### src/rtl/sock_irq_pkg.sv
package sock_irq_pkg;
   localparam int SRC_BVD  = 0;
   localparam int SRC_WARN = 1;
   localparam int SRC_RDY  = 2;
   localparam int SRC_CD   = 3;
   localparam int N_SRC    = 4;
   localparam int N_PIN    = 5;

   typedef enum logic {
      ADDR_CFG = 1'b0,
      ADDR_STS = 1'b1
   } reg_addr_e;

   // Enables that stay active in the given interface mode.
   function automatic logic [N_SRC-1:0] mode_mask(input logic io);
      logic [N_SRC-1:0] m;
      m = '1;
      if (io) begin
         m[SRC_WARN] = 1'b0;
         m[SRC_RDY]  = 1'b0;
      end
      return m;
   endfunction
endpackage

### src/rtl/sock_irq_sync.sv
module sock_irq_sync #(
   parameter int WIDTH  = 5,
   parameter int STAGES = 2
) (
   input  logic             clk,
   input  logic             rst_n,
   input  logic [WIDTH-1:0] d,
   output logic [WIDTH-1:0] q
);
   if (STAGES < 1) begin : g_bad_stages
      $error("sock_irq_sync: STAGES must be at least 1");
   end

   logic [WIDTH-1:0] chain [STAGES];

   for (genvar s = 0; s < STAGES; s++) begin : g_stage
      always_ff @(posedge clk or negedge rst_n) begin
         if (!rst_n) chain[s] <= '0;
         else if (s == 0) chain[s] <= d;
         else chain[s] <= chain[(s == 0) ? 0 : s-1];
      end
   end

   assign q = chain[STAGES-1];
endmodule

### src/rtl/sock_irq_edge.sv
module sock_irq_edge #(
   parameter int WIDTH = 5
) (
   input  logic             clk,
   input  logic             rst_n,
   input  logic [WIDTH-1:0] smp,
   output logic [WIDTH-1:0] chg
);
   logic [WIDTH-1:0] prev_q;

   always_ff @(posedge clk or negedge rst_n) begin
      if (!rst_n) prev_q <= '0;
      else prev_q <= smp;
   end

   assign chg = smp ^ prev_q;
endmodule

### src/rtl/sock_irq_cfg.sv
module sock_irq_cfg #(
   parameter int CFG_W = 8
) (
   input  logic             clk,
   input  logic             rst_n,
   input  logic             sw_rst,
   input  logic             wake_en,
   input  logic             wr_en,
   input  logic [CFG_W-1:0] wdata,
   output logic [CFG_W-1:0] cfg_q
);
   always_ff @(posedge clk or negedge rst_n) begin
      if (!rst_n) begin
         cfg_q <= '0;
      end else if (sw_rst) begin
         if (!wake_en) cfg_q <= '0;
      end else if (wr_en) begin
         cfg_q <= wdata;
      end
   end
endmodule

### src/rtl/sock_irq_sts.sv
module sock_irq_sts #(
   parameter int N = 4
) (
   input  logic         clk,
   input  logic         rst_n,
   input  logic         sw_rst,
   input  logic [N-1:0] set_ev,
   input  logic [N-1:0] clr_mask,
   output logic [N-1:0] sts_q
);
   always_ff @(posedge clk or negedge rst_n) begin
      if (!rst_n) sts_q <= '0;
      else if (sw_rst) sts_q <= '0;
      else sts_q <= (sts_q & ~clr_mask) | set_ev;
   end
endmodule

### src/rtl/sock_irq_route.sv
module sock_irq_route #(
   parameter int ROUTE_W = 4,
   localparam int LINES  = 1 << ROUTE_W
) (
   input  logic               clk,
   input  logic               rst_n,
   input  logic               pending,
   input  logic [ROUTE_W-1:0] route,
   output logic [LINES-1:0]   irq_q
);
   logic [LINES-1:0] irq_d;

   assign irq_d[0] = 1'b0;
   for (genvar j = 1; j < LINES; j++) begin : g_line
      assign irq_d[j] = pending && (route == ROUTE_W'(j));
   end

   always_ff @(posedge clk or negedge rst_n) begin
      if (!rst_n) irq_q <= '0;
      else irq_q <= irq_d;
   end
endmodule

### src/rtl/sock_irq_ctrl.sv
module sock_irq_ctrl
   import sock_irq_pkg::*;
#(
   parameter int SYNC_STAGES = 2,
   parameter int ROUTE_W     = 4,
   parameter int DATA_W      = 8,
   localparam int CFG_W      = N_SRC + ROUTE_W,
   localparam int LINES      = 1 << ROUTE_W
) (
   input  logic              clk,
   input  logic              rst_n,
   input  logic              sw_rst,
   input  logic              wake_en,
   input  logic              io_mode,
   input  logic              pin_bvd,
   input  logic              pin_warn,
   input  logic              pin_rdy,
   input  logic              pin_cd1,
   input  logic              pin_cd2,
   input  logic              reg_wr,
   input  logic              reg_addr,
   input  logic [DATA_W-1:0] reg_wdata,
   output logic [DATA_W-1:0] reg_rdata,
   output logic [LINES-1:0]  irq_out
);
   if (DATA_W < CFG_W) begin : g_bad_width
      $error("sock_irq_ctrl: DATA_W too narrow for configuration");
   end

   logic [N_PIN-1:0] pins, pins_s, pin_chg;
   logic [N_SRC-1:0] set_ev, clr_mask, sts_q, eff_en;
   logic [CFG_W-1:0] cfg_q;
   logic             cfg_wr, sts_wr, pending;

   assign pins = {pin_cd2, pin_cd1, pin_rdy, pin_warn, pin_bvd};

   sock_irq_sync #(.WIDTH(N_PIN), .STAGES(SYNC_STAGES)) u_sync (
      .clk(clk), .rst_n(rst_n), .d(pins), .q(pins_s));

   sock_irq_edge #(.WIDTH(N_PIN)) u_edge (
      .clk(clk), .rst_n(rst_n), .smp(pins_s), .chg(pin_chg));

   assign set_ev[SRC_BVD]  = pin_chg[0];
   assign set_ev[SRC_WARN] = pin_chg[1];
   assign set_ev[SRC_RDY]  = pin_chg[2];
   assign set_ev[SRC_CD]   = pin_chg[3] | pin_chg[4];

   assign cfg_wr   = reg_wr && (reg_addr == ADDR_CFG);
   assign sts_wr   = reg_wr && (reg_addr == ADDR_STS);
   assign clr_mask = sts_wr ? reg_wdata[N_SRC-1:0] : '0;

   sock_irq_cfg #(.CFG_W(CFG_W)) u_cfg (
      .clk(clk), .rst_n(rst_n), .sw_rst(sw_rst), .wake_en(wake_en),
      .wr_en(cfg_wr), .wdata(reg_wdata[CFG_W-1:0]), .cfg_q(cfg_q));

   sock_irq_sts #(.N(N_SRC)) u_sts (
      .clk(clk), .rst_n(rst_n), .sw_rst(sw_rst), .set_ev(set_ev),
      .clr_mask(clr_mask), .sts_q(sts_q));

   assign eff_en  = cfg_q[N_SRC-1:0] & mode_mask(io_mode);
   assign pending = |(sts_q & eff_en);

   sock_irq_route #(.ROUTE_W(ROUTE_W)) u_route (
      .clk(clk), .rst_n(rst_n), .pending(pending),
      .route(cfg_q[CFG_W-1:N_SRC]), .irq_q(irq_out));

   always_comb begin
      reg_rdata = '0;
      if (reg_addr == ADDR_CFG) reg_rdata[CFG_W-1:0] = cfg_q;
      else reg_rdata[N_SRC-1:0] = sts_q;
   end
endmodule

### config.mk
export PLATFORM = sky130hd
export DESIGN_NAME = sock_irq_ctrl
export DESIGN_NICKNAME = d
export VERILOG_FILES = /design/src/rtl/sock_irq_pkg.sv /design/src/rtl/sock_irq_sync.sv /design/src/rtl/sock_irq_edge.sv /design/src/rtl/sock_irq_cfg.sv /design/src/rtl/sock_irq_sts.sv /design/src/rtl/sock_irq_route.sv /design/src/rtl/sock_irq_ctrl.sv
export SDC_FILE = /design/constraint.sdc
export NUM_CORES = 1
export LEC_CHECK = 0
export BUFFER_PORTS_ARGS = -buffer_cell sky130_fd_sc_hd__clkbuf_2
export CAP_MARGIN = 20
export CORE_ASPECT_RATIO = 0.5
export CORE_MARGIN = 2
export CORE_UTILIZATION = 40
export DETAILED_ROUTE_END_ITERATION = 8
export PLACE_DENSITY = 0.7
export SYNTH_ARGS = -nofsm -noshare
export SYNTH_HDL_FRONTEND = slang
export SYNTH_SLANG_ARGS = --single-unit
### constraint.sdc
create_clock -name clk -period 1.8 [get_ports clk]
set_input_delay 0 -clock clk [delete_from_list [all_inputs] [get_ports clk]]
set_output_delay 0 -clock clk [all_outputs]
set_load 0.005 [all_outputs]
======== Yosys cells after proc, flatten, opt, wreduce, memory -nomap -nowiden ========
Index checks and enable logic that the tools add are counted.
operators by class
  bitwise logic cells ..................... 8
  mux-type cells .......................... 8
  reduce and logical (&&, ||, !) cells .... 20
  eq/ne operators ......................... 16
operators by type and width
  operator                                        count
  == test 4 bit (second input constant)           8
  two-way mux 8 bit                               3
  logical AND 1 bit                               17
  == test 4 x 3 -> 1 bit (second input constant)  4
  two-way mux 4 bit                               4
  bitwise AND 4 bit                               3
  == test 4 x 2 -> 1 bit (second input constant)  2
  bitwise XOR 5 bit                               1
  == test 4 x 1 -> 1 bit (second input constant)  1
  inverter 4 bit                                  1
  bitwise OR 4 bit                                1
  OR reduction 4 bit                              1
  two-way mux 2 bit                               1
  inequality test 2 bit (second input constant)   1
  AND reduction 2 bit                             1
  nonzero test 2 bit                              1
  inverter 1 bit                                  1
  bitwise OR 1 bit                                1
storage, ports and cells
  logic and storage cells ................. 58
  output and inout port bits .............. 24
  register bits after elaboration ......... 42

======== Depth between registers and ports, before layout ========
  depth after elaboration ................. 6
  depth in mapped cells ................... 4
  mapped depth without buffers ............ 3

======== Modules after synthesis ========
From an unflattened synthesis, not the netlist that was laid out.
unflattened totals
  cell total of the unflattened synthesis .. 129
  area, all modules ....................... 1,657.8 um^2
by module, submodules not included
  module          times used  cells each  area an instance (um^2)
  sock_irq_route  1           42          511.7
  sock_irq_cfg    1           28          386.6
  sock_irq_sync   1           15          287.8
  sock_irq_edge   1           10          168.9
  sock_irq_sts    1           16          160.2
  sock_irq_ctrl   1           18          142.6

======== Least setup slack after synthesis ========
No wires, ideal clock.
  path type ............................... flip-flop to flip-flop
  start ................................... register u_sts.sts_q[2]
  end ..................................... register u_route.irq_q[1]
  library setup time ...................... 0.132 ns
  stages on the path, launching flop included .. 5
  path slack .............................. 0.292 ns
  period minus slack after synthesis ...... 1.508 ns
  arrival ................................. 1.375 ns
  required time ........................... 1.668 ns
  path through ............................ dfrtp_1 > a22o_1 > a222oi_1 > buf_6 > nor4_1
between the ends
  cells in the longest elaborated chain, start to end .. 3
RTL lines
  element                   RTL line              source
  start: declaration        sock_irq_sts.sv:9     output logic [N-1:0] sts_q
  start signal: assignment  sock_irq_sts.sv:14    else sts_q <= (sts_q & ~clr_mask) | set_ev;
  bitwise AND 4 bit         sock_irq_ctrl.sv:61   assign pending = |(sts_q & eff_en);
  OR reduction 4 bit        sock_irq_ctrl.sv:61
  logical AND 1 bit         sock_irq_route.sv:15  assign irq_d[j] = pending && (route == ROUTE_W'(j));
  net u_route.irq_d[1]      sock_irq_route.sv:11  logic [LINES-1:0] irq_d;
  end signal: assignment    sock_irq_route.sv:20  else irq_q <= irq_d;
  end: declaration          sock_irq_route.sv:9   output logic [LINES-1:0] irq_q
The timed path passes the listed nets, and every way through them passes these cells.
A chain may end at the register's enable or synchronous reset.

======== Worst setup path in the final report ========
  start ................................... register u_sts.sts_q[2]
  end ..................................... register u_route.irq_q[6]
Same word-level chain as after synthesis.

==> metrics <==
post-synth top area cell dfrtp_1; Data required, critical path 1.96 ns; H-Tree Depth 2; Max-slew headroom 0.666; CP max FO 15; status complete, no violations; total CTS buffers 5; register area 0.00105 mm^2; CTS clock-pin slew for the worst setup and hold paths 0.08 ns; Mapped Area 0.00159 mm^2; Util after Layout 0.527; critical path, cell by cell a22o_1 > a222oi_1 > buf_4 > nor4_1; Post-DP HPWL 2.01 mm; IO Port Bufs 42; via count 1,103; Min-Delay Startpoint reg_wdata[7]; Leakage Power 0.00100 uW; DR vias/cell 4.82; Num Clock Sinks 42; Comb power frac 0.087; Final Hold Violating Endpoints 0; First-pass DRT Iterations 4; Multi-input gate area 474 um^2; CTS max path bufs 2; I/O Pins 44; synth unique cells 24; Net Count, Synth 148; fillers 344; power share of the clock group 0.423; Tot GR Track Use 0.141; Worst Path Arrival 1.49 ns; largest net degree at the start of global routing 24; Pint 1660 uW; Root Driver clkbuf_8; crit path kind reg -> reg; FMAX 0.750 GHz; Chip Width 93.0 um; Worst Setup SP u_sts.sts_q[2]; die area 0.00451 mm^2; CP startpoint kind register; initial antenna violation count 0; Post-Syn Area per Cell 12.4 um^2; grt ovf 0; Synth top area share 0.663; Final Max Tran Viols 0; pwr/cell area 1040 mW/mm^2; placed cell area 0.00182 mm^2; total wire length 2.91 mm; Fin Setup TNS 0 ns; GRT Max-Usage Layer met2; global-route wire length before repair 4.91 mm; met2 capacity usage during global routing 0.237; Slew @ Worst Pin 0.500 ns; design area 0.00202 mm^2; post-synthesis register bit count 42; RSZ-0062 raised after global routing false; Psw 438 uW; First DRT Iteration DRCs 34; Routed WL per cell 12.7 um; worst reg2reg startpoint u_sts.sts_q[2]; Mapped Cells 128; Global Route met1 Usage 0.174; layout cells sized above 1 0.320; post-layout min period 1.33 ns; clk_lat worst skew 0.28 ns; standard-cell rows 16; # diodes 0; # setup viols final 0; Placer Congestion 0.735; most frequent cells in the layout clkbuf_2, dfrtp_1, nand3_1; CP max stage cell dfrtp_1; M3 GR Usage 0.0436; CP Buf/Inv Count 1; switching share of power 0.208; vias in the first global route 1,089; CORE AREA 0.00384 mm^2; sequential cell area fraction in the yosys report 0.663; VDD IR-drop max 0.550 mV; Hold WC Path Type in -> reg; DRC errors left 0; sequential fraction of design power 0.490; Max Cap Viol 0; top post-synthesis cells by area dfrtp_1, mux2i_1, nand3_1; Tcrit/Tclk final 0.740; Synth warnings 0; post-route ant nets 0; starting density of the core 0.412; CP peak stage delay 0.39 ns; cell family with the largest share of critical-path delay compound AO/OA/AOI/OAI gates; Final #Nets 194; CTS tree built; Clock Skew 0.00499 ns; synthesis-to-layout area growth 27.7%; Die Height 48.5 um; Worst Setup End Kind register
cell families after synthesis:
family	count (synthesis)	synth area share
xor+xnor	5	0.0276
other cells	1	0.00237
compound gates	14	0.0505
mux	12	0.0789
flops	42	0.663
buf+inv	12	0.0379
simple gates	42	0.140
power groups by stage:
stage,combinational [uW],clock (uW),sequential [uW]
2_1_floorplan,120,0,1020
3_3_place_gp,171,0,1040
5_1_grt,209,946,1030
3_5_place_dp,175,0,1050
4_1_cts,185,910,1030
6_report,184,889,1030
routing by layer:
layer / routed length [um] / share of wire
met3: 181 / 0.062
met5: 0 / 0
met4: 20 / 0.0069
met1: 1330 / 0.46
met2: 1380 / 0.47
area by class of cell:
type,instances,share of cell area
repair buffers,50,0.141
clock buffers,6,0.0408
flip-flops and latches,42,0.519
clock inverters,2,0.0297
multi-input cells,74,0.234
well taps,54,0.0334
inverters,1,0.00185
stage by stage:
step	setup WS, ns	hold WS [ns]	total power [uW]	cells
after CTS	0.480	0.00587	2120	229
after detailed placement	0.499	-0.0154	1220	215
after global placement	0.527	-0.0155	1220	215
after floorplan	0.292	-0.296	1140	128
final	0.467	0.00311	2100	229
after global routing	0.404	0.0261	2190	229
Yosys cell counts, drive strengths merged:
master,count
nand2,3
a21oi,3
xor2,3
nand3,12
mux2i,8
o21ai,8
clkbuf,4
dfrtp,42
conb,1
nor3,9
a222oi,1
buf,7
inv,1
nor4,6
nand2b,5
a31oi,1
nor2,3
xnor2,2
a22o,1
mux2,4
nor2b,4
worst paths after layout:
path                                         end  slack [ns]  cells after the start
worst max register to register  u_route.irq_q[6]        0.47                      4
worst max-delay path            u_route.irq_q[6]        0.47                      4
worst min register to register       u_sync.q[0]        0.35                      0
worst min-delay path              u_cfg.cfg_q[7]       0.003                      3
max in group asynchronous       u_edge.prev_q[4]        0.92                      3
min in group asynchronous         u_cfg.cfg_q[3]        0.21                      2
worst reg2reg max path: stages (launching register included):
cell and delay [ns]:
dfrtp_1 0.39, a22o_1 0.23, a222oi_1 0.24, buf_4 0.26
nor4_1 0.08
repair_timing:
action / 4_1_cts / 5_1_grt
gates resized for setup: 0 / 0
buffers inserted: 0 / 0
hold buffers: 6 / 0
hold endpoints to repair: 24 / 0
registers in the layout (all words and copies together), names as in the netlist:
register	cells
u_sts.sts_q	4
u_route.irq_q	15
u_sync.q	5
u_edge.prev_q	5
u_cfg.cfg_q	8
u_sync.chain	5
Note: power is estimated with default switching activity, not from simulation.
